### src/rtl/srDivPkg.sv
`timescale 1ns/1ps
package srDivPkg;
  typedef struct packed {
    logic load;
    logic check;
    logic step;
    logic round;
  } divStrobe_t;

  typedef enum logic [2:0] {
    S_IDLE,
    S_CHECK,
    S_STEP,
    S_ROUND,
    S_DONE
  } divState_t;
endpackage

### src/rtl/divCtrl.sv
`timescale 1ns/1ps
module divCtrl
  import srDivPkg::*;
#(
  parameter int N = 8
) (
  input  logic       clk,
  input  logic       rstN,
  input  logic       start,
  input  logic       preHit,
  output divStrobe_t strobe,
  output logic       done
);
  localparam int CNT_W = $clog2(N);
  localparam logic [CNT_W-1:0] LAST = CNT_W'(N - 1);

  divState_t state, nextState;
  logic [CNT_W-1:0] stepCnt;

  always_comb begin
    strobe    = '0;
    nextState = state;
    case (state)
      S_IDLE: begin
        strobe.load = start;
        if (start) nextState = S_CHECK;
      end
      S_CHECK: begin
        strobe.check = 1'b1;
        nextState    = preHit ? S_DONE : S_STEP;
      end
      S_STEP: begin
        strobe.step = 1'b1;
        if (stepCnt == LAST) nextState = S_ROUND;
      end
      S_ROUND: begin
        strobe.round = 1'b1;
        nextState    = S_DONE;
      end
      default: nextState = S_IDLE;
    endcase
  end

  always_ff @(posedge clk or negedge rstN) begin
    if (!rstN) begin
      state   <= S_IDLE;
      stepCnt <= '0;
    end else begin
      state <= nextState;
      if (strobe.check) stepCnt <= '0;
      else if (strobe.step) stepCnt <= stepCnt + 1'b1;
    end
  end

  assign done = (state == S_DONE);
endmodule

### src/rtl/divPath.sv
`timescale 1ns/1ps
module divPath
  import srDivPkg::*;
#(
  parameter int N = 8
) (
  input  logic           clk,
  input  logic           rstN,
  input  divStrobe_t     strobe,
  input  logic [2*N-1:0] dividend,
  input  logic [N-1:0]   divisor,
  output logic           preHit,
  output logic [N:0]     quotient,
  output logic [N-1:0]   remainder,
  output logic           overflow,
  output logic           divZero
);
  localparam int W = 2 * N;

  logic [N-1:0] aReg, qReg, bReg;
  logic         qSign;

  // operand magnitudes
  logic [W-1:0] dvdMag;
  logic [N-1:0] dsrMag;
  assign dvdMag = dividend[W-1] ? -dividend : dividend;
  assign dsrMag = divisor[N-1] ? -divisor : divisor;

  // pre-iteration tests
  logic isDz, isOvf, isTriv;
  assign isDz   = (bReg == '0);
  assign isOvf  = (aReg >= bReg);
  assign isTriv = (aReg == '0) && (qReg < bReg);
  assign preHit = isDz | isOvf | isTriv;

  // one restoring step
  logic [N:0]   partial;
  logic [N+1:0] trial;
  logic         trialNeg;
  assign partial  = {aReg, qReg[N-1]};
  assign trial    = {1'b0, partial} - {2'b00, bReg};
  assign trialNeg = trial[N+1];

  // rounding
  logic         roundUp;
  logic [N:0]   qInc;
  assign roundUp = ({aReg, 1'b0} >= {1'b0, bReg});
  assign qInc    = {1'b0, qReg} + {{N{1'b0}}, roundUp};

  always_ff @(posedge clk or negedge rstN) begin
    if (!rstN) begin
      aReg      <= '0;
      qReg      <= '0;
      bReg      <= '0;
      qSign     <= 1'b0;
      quotient  <= '0;
      remainder <= '0;
      overflow  <= 1'b0;
      divZero   <= 1'b0;
    end else begin
      if (strobe.load) begin
        aReg      <= dvdMag[W-1:N];
        qReg      <= dvdMag[N-1:0];
        bReg      <= dsrMag;
        qSign     <= dividend[W-1] ^ divisor[N-1];
        quotient  <= '0;
        remainder <= '0;
        overflow  <= 1'b0;
        divZero   <= 1'b0;
      end
      if (strobe.check) begin
        if (isDz)        divZero   <= 1'b1;
        else if (isOvf)  overflow  <= 1'b1;
        else if (isTriv) remainder <= qReg;
      end
      if (strobe.step) begin
        aReg <= trialNeg ? partial[N-1:0] : trial[N-1:0];
        qReg <= {qReg[N-2:0], ~trialNeg};
      end
      if (strobe.round) begin
        if (qInc[N]) begin
          overflow <= 1'b1;
        end else begin
          quotient  <= qSign ? -qInc : qInc;
          remainder <= aReg;
        end
      end
    end
  end
endmodule

### src/rtl/srDivider.sv
`timescale 1ns/1ps
module srDivider
  import srDivPkg::*;
#(
  parameter int N = 8
) (
  input  logic           clk,
  input  logic           rstN,
  input  logic           start,
  input  logic [2*N-1:0] dividend,
  input  logic [N-1:0]   divisor,
  output logic [N:0]     quotient,
  output logic [N-1:0]   remainder,
  output logic           overflow,
  output logic           divZero,
  output logic           done
);
  divStrobe_t strobe;
  logic       preHit;

  divCtrl #(.N(N)) u_ctrl (
    .clk   (clk),
    .rstN  (rstN),
    .start (start),
    .preHit(preHit),
    .strobe(strobe),
    .done  (done)
  );

  divPath #(.N(N)) u_path (
    .clk      (clk),
    .rstN     (rstN),
    .strobe   (strobe),
    .dividend (dividend),
    .divisor  (divisor),
    .preHit   (preHit),
    .quotient (quotient),
    .remainder(remainder),
    .overflow (overflow),
    .divZero  (divZero)
  );
endmodule

### config.mk
export PLATFORM = sky130hd
export DESIGN_NAME = srDivider
export DESIGN_NICKNAME = d
export VERILOG_FILES = /design/src/rtl/srDivPkg.sv /design/src/rtl/divCtrl.sv /design/src/rtl/divPath.sv /design/src/rtl/srDivider.sv
export SDC_FILE = /design/constraint.sdc
export NUM_CORES = 1
export LEC_CHECK = 0
export ABC_AREA = 1
export BUFFER_PORTS_ARGS = -buffer_cell sky130_fd_sc_hd__buf_2
export CAP_MARGIN = 20
export CORE_ASPECT_RATIO = 1.5
export CORE_MARGIN = 5
export CORE_UTILIZATION = 45
export CTS_BUF_LIST = sky130_fd_sc_hd__clkbuf_16
export DETAILED_ROUTE_END_ITERATION = 12
export GPL_TIMING_DRIVEN = 0
export SLEW_MARGIN = 20
export SYNTH_ARGS = -nofsm -noshare
export SYNTH_HDL_FRONTEND = slang
export SYNTH_SLANG_ARGS = --single-unit
### constraint.sdc
create_clock -name clk -period 3.45 [get_ports clk]
set_clock_uncertainty 0.2 [all_clocks]
set_input_delay 0.1725 -clock clk [delete_from_list [all_inputs] [get_ports clk]]
set_output_delay 0.1725 -clock clk [all_outputs]
set_load 0.05 [all_outputs]
==> run_results.csv <==
group,metric,value,unit
status,status,"finished, final reports clean",
grt,grt_pass1_wl,18500,um
yosys,ys_seq_area_share,31.6,%
worst_setup_path,end_kind,"flip-flop",
floorplan,initial_utilization,45.4,%
worst_setup_path,r2r_slack,0.20,ns
route,drtPass1Iterations,4,
worst_setup_path,cp_slowest_stage_delay,0.45,ns
cts,clock_sinks,50,
yosys,async_flop_share,100,%
worst_setup_path,required,3.46,ns
floorplan,fp.dieH,125,um
worst_setup_path,crit_top_cell,"nand2_2",
route,routed_via_density,5.29,
min_path,hp-start,"divisor[1]",
power,p_leak,2.50,nW
grt,antenna_found_initial,0,
floorplan,fp.dieArea,10800,um^2
worst_setup_path,cp-start-kind,"flip-flop",
floorplan,core_area,8720,um^2
sta,period_needed,3.25,ns
placement,pre_cts_ws,-0.107,ns
sta,drv_slew,0,
cts,numCtsBuffers,5,
yosys,synth_warnings,0,
sta,relSlewSlack,55.3,%
cts,clock-root-buffer,"clkbuf_16",
grt,first_global_vias,3843,
floorplan,rows,42,
yosys,ys_ff_latch,50,
worst_setup_path,critPathKind,"flip-flop to flip-flop",
sta,timing.final.crit_share,94.1,%
yosys,synth-edff-count,0,
min_path,whs_path_depth,4,
yosys,syn-instance-count,555,
route,wl_per_cell,15.4,um
worst_setup_path,cp.arrival,3.26,ns
route,first_iter_violations,170,
cts,cts_max_path_buffers,2,
placement,io_buffers,44,
floorplan,die_w,86.6,um
cells_and_area,final_cell_mix,"nand2_1 (157), nand3_1 (70), inv_1 (59)",
min_path,hp-class,"input port to flip-flop",
worst_setup_path,crit_path_max_fanout,10,
route,antenna_left,0,
sta,setup_viol,0,
sta,setup_ws,0.204,ns
worst_setup_path,cp_cell_sequence,"ha_4 > nand2_2 > nor3_4 > nand2_2 > clkinv_2 > nand3_1 > o221ai_2 > ha_2 > ha_4 > nand3_2 > nor2_4 > nand4_1 > nand2_2 > buf_4 > nand3_1 > o31ai_1",
cells_and_area,final_common_cell,"nand2_1",
sta,worstMarginPinSlew,0.670,ns
placement,dpl.hpwl,8860,um
sta,finalHoldViolations,0,
worst_setup_path,worstRegToRegCells,16,
grt,use_met3,3.24,%
grt,grt_use_met2,38.4,%
power,ir_drop,0.000316,V
cells_and_area,final_util,53.9,%
placement,gp_congestion,0.877,
worst_setup_path,timing.rr.end,"u_path.quotient[4]",
sta,holdWs,0.0108,ns
cts,clk_pin_slew,0.07,ns
yosys,yosysUniqueCellTypes,42,
grt,grt_max_degree,51,
route,drt_wl_total,11300,um
yosys,synth_area,3960,um^2
cells_and_area,diodes,0,
power,power.total,4.79,mW
route,drc,0,
floorplan,boundaryPins,47,
grt,busiest_layer,"met2",
sta,max_freq,308,MHz
sta,rsz0062_at_grt,"no",
cells_and_area,area_growth,18.7,%
grt,use_met1,24.7,%
yosys,synth_nets,613,
cts,insertion_delay,0.30,ns
cts,tritoncts,"done",
power,p_per_area,1020,nW/um^2
cells_and_area,nets,681,
job,cap_viol_max_count,0,
grt,grt.total_usage,21.4,%
sta,fin_setup_tns,0,ns
yosys,avgSynthCellArea,7.14,um^2
cells_and_area,layout-drive-gt1-share,18.1,%
cts,htreeDepth,2,
worst_setup_path,cpMaxStageDelayCell,"dfrtp_2",
grt,overflow,0,
worst_setup_path,crit-reg2reg-launch,"u_path.aReg[4]",
route,vias,3882,
yosys,synth-main-ff-cell,"dfrtp_1",
min_path,whs_endpoint,"u_path.bReg[7]",
registers in the layout, indices dropped and copies added, names as in the netlist, 3 cells and up:
name and flops:
u_path.remainder 8, u_path.bReg 8, u_ctrl.stepCnt 3, u_path.qReg 8, u_path.quotient 9, u_path.aReg 8, u_ctrl.state 3
cells by family after synthesis:
| family | share of synthesized area, % |
|---|---|
| AO/OA/AOI/OAI | 11.6 |
| flip-flops | 31.6 |
| adder cells (fa/ha/maj) | 9.98 |
| XOR/XNOR | 5.31 |
| buffers and inverters | 8.34 |
| AND/OR/NAND/NOR | 33.2 |
how the worst max path moves through the flow:
stage / from / cells after the start / slack [ns] / to
final: u_path.aReg[4] / 16 / 0.20 / u_path.quotient[4]
after global routing: u_path.bReg[6] / 17 / 0.009 / u_path.remainder[6]
after CTS: u_path.aReg[5] / 17 / 0.01 / u_path.remainder[4]
after detailed placement: u_path.aReg[6] / 17 / -0.11 / u_path.remainder[6]
after global placement: u_path.aReg[4] / 17 / -0.02 / u_path.remainder[2]
after floorplan: u_path.bReg[6] / 19 / 0.46 / u_path.quotient[7]
stage by stage:
stage	std cells	instance area, um^2
6_report	734	4700
5_1_grt	734	4700
4_1_cts	721	4540
3_5_place_dp	709	4320
3_3_place_gp	709	4320
2_1_floorplan	555	3960
critical path, delay by kind of cell (launching register included):
kind	cells	cell delay (ns)
adder cells (fa/ha/maj)	3	0.74
AND/OR/NAND/NOR	9	1.15
AO/OA/AOI/OAI	2	0.32
buffers and inverters	2	0.28
flip-flops	1	0.45
synthesized netlist by cell type, drive strengths merged, types with 2 or more instances:
library cell	number	area, um^2
a21o	2	15.0
a21oi	15	86.3
a22o	2	17.5
buf	7	40.0
clkbuf	8	30.0
dfrtp	50	1250
ha	30	375
inv	68	255
nand2	163	637
nand3	72	370
nand3b	2	15.0
nand4	9	56.3
nor2	40	168
nor3	9	56.3
o211ai	3	22.5
o21ai	29	164
o21bai	2	18.8
o221ai	9	78.8
o31ai	2	15.0
xnor2	4	35.0
xor2	20	175
where the power goes:
part,leakage [nW],switching (mW),internal (mW)
registers,0.639,0.293,0.844
clock network,0.0759,0.253,0.277
logic,1.79,1.98,1.14
total,2.50,2.53,2.26
cell type report:
cell class	count	area, um^2
plain buffers	14	65.1
clock buffers	5	125
multi-input cells	421	2460
repair buffers	62	368
inverters	69	260
flip-flops and latches	50	1250
clock inverters	3	28.8
well taps	110	138
fillers	910	4020
layer usage:
metal | routed length, um | vias up
li1 | - | 1966
met1 | 4630 | 1808
met2 | 5920 | 83
met3 | 422 | 25
met4 | 359 | 0
met5 | 0 | -
what timing repair did:
action	in CTS	in global routing
endpoints found under the hold margin	53	0
setup buffers	0	14
pin swaps	0	6
setup endpoints to repair	17	17
gates resized for setup	3	12
hold buffers	4	0
Note: power is estimated with default switching activity, not from simulation.
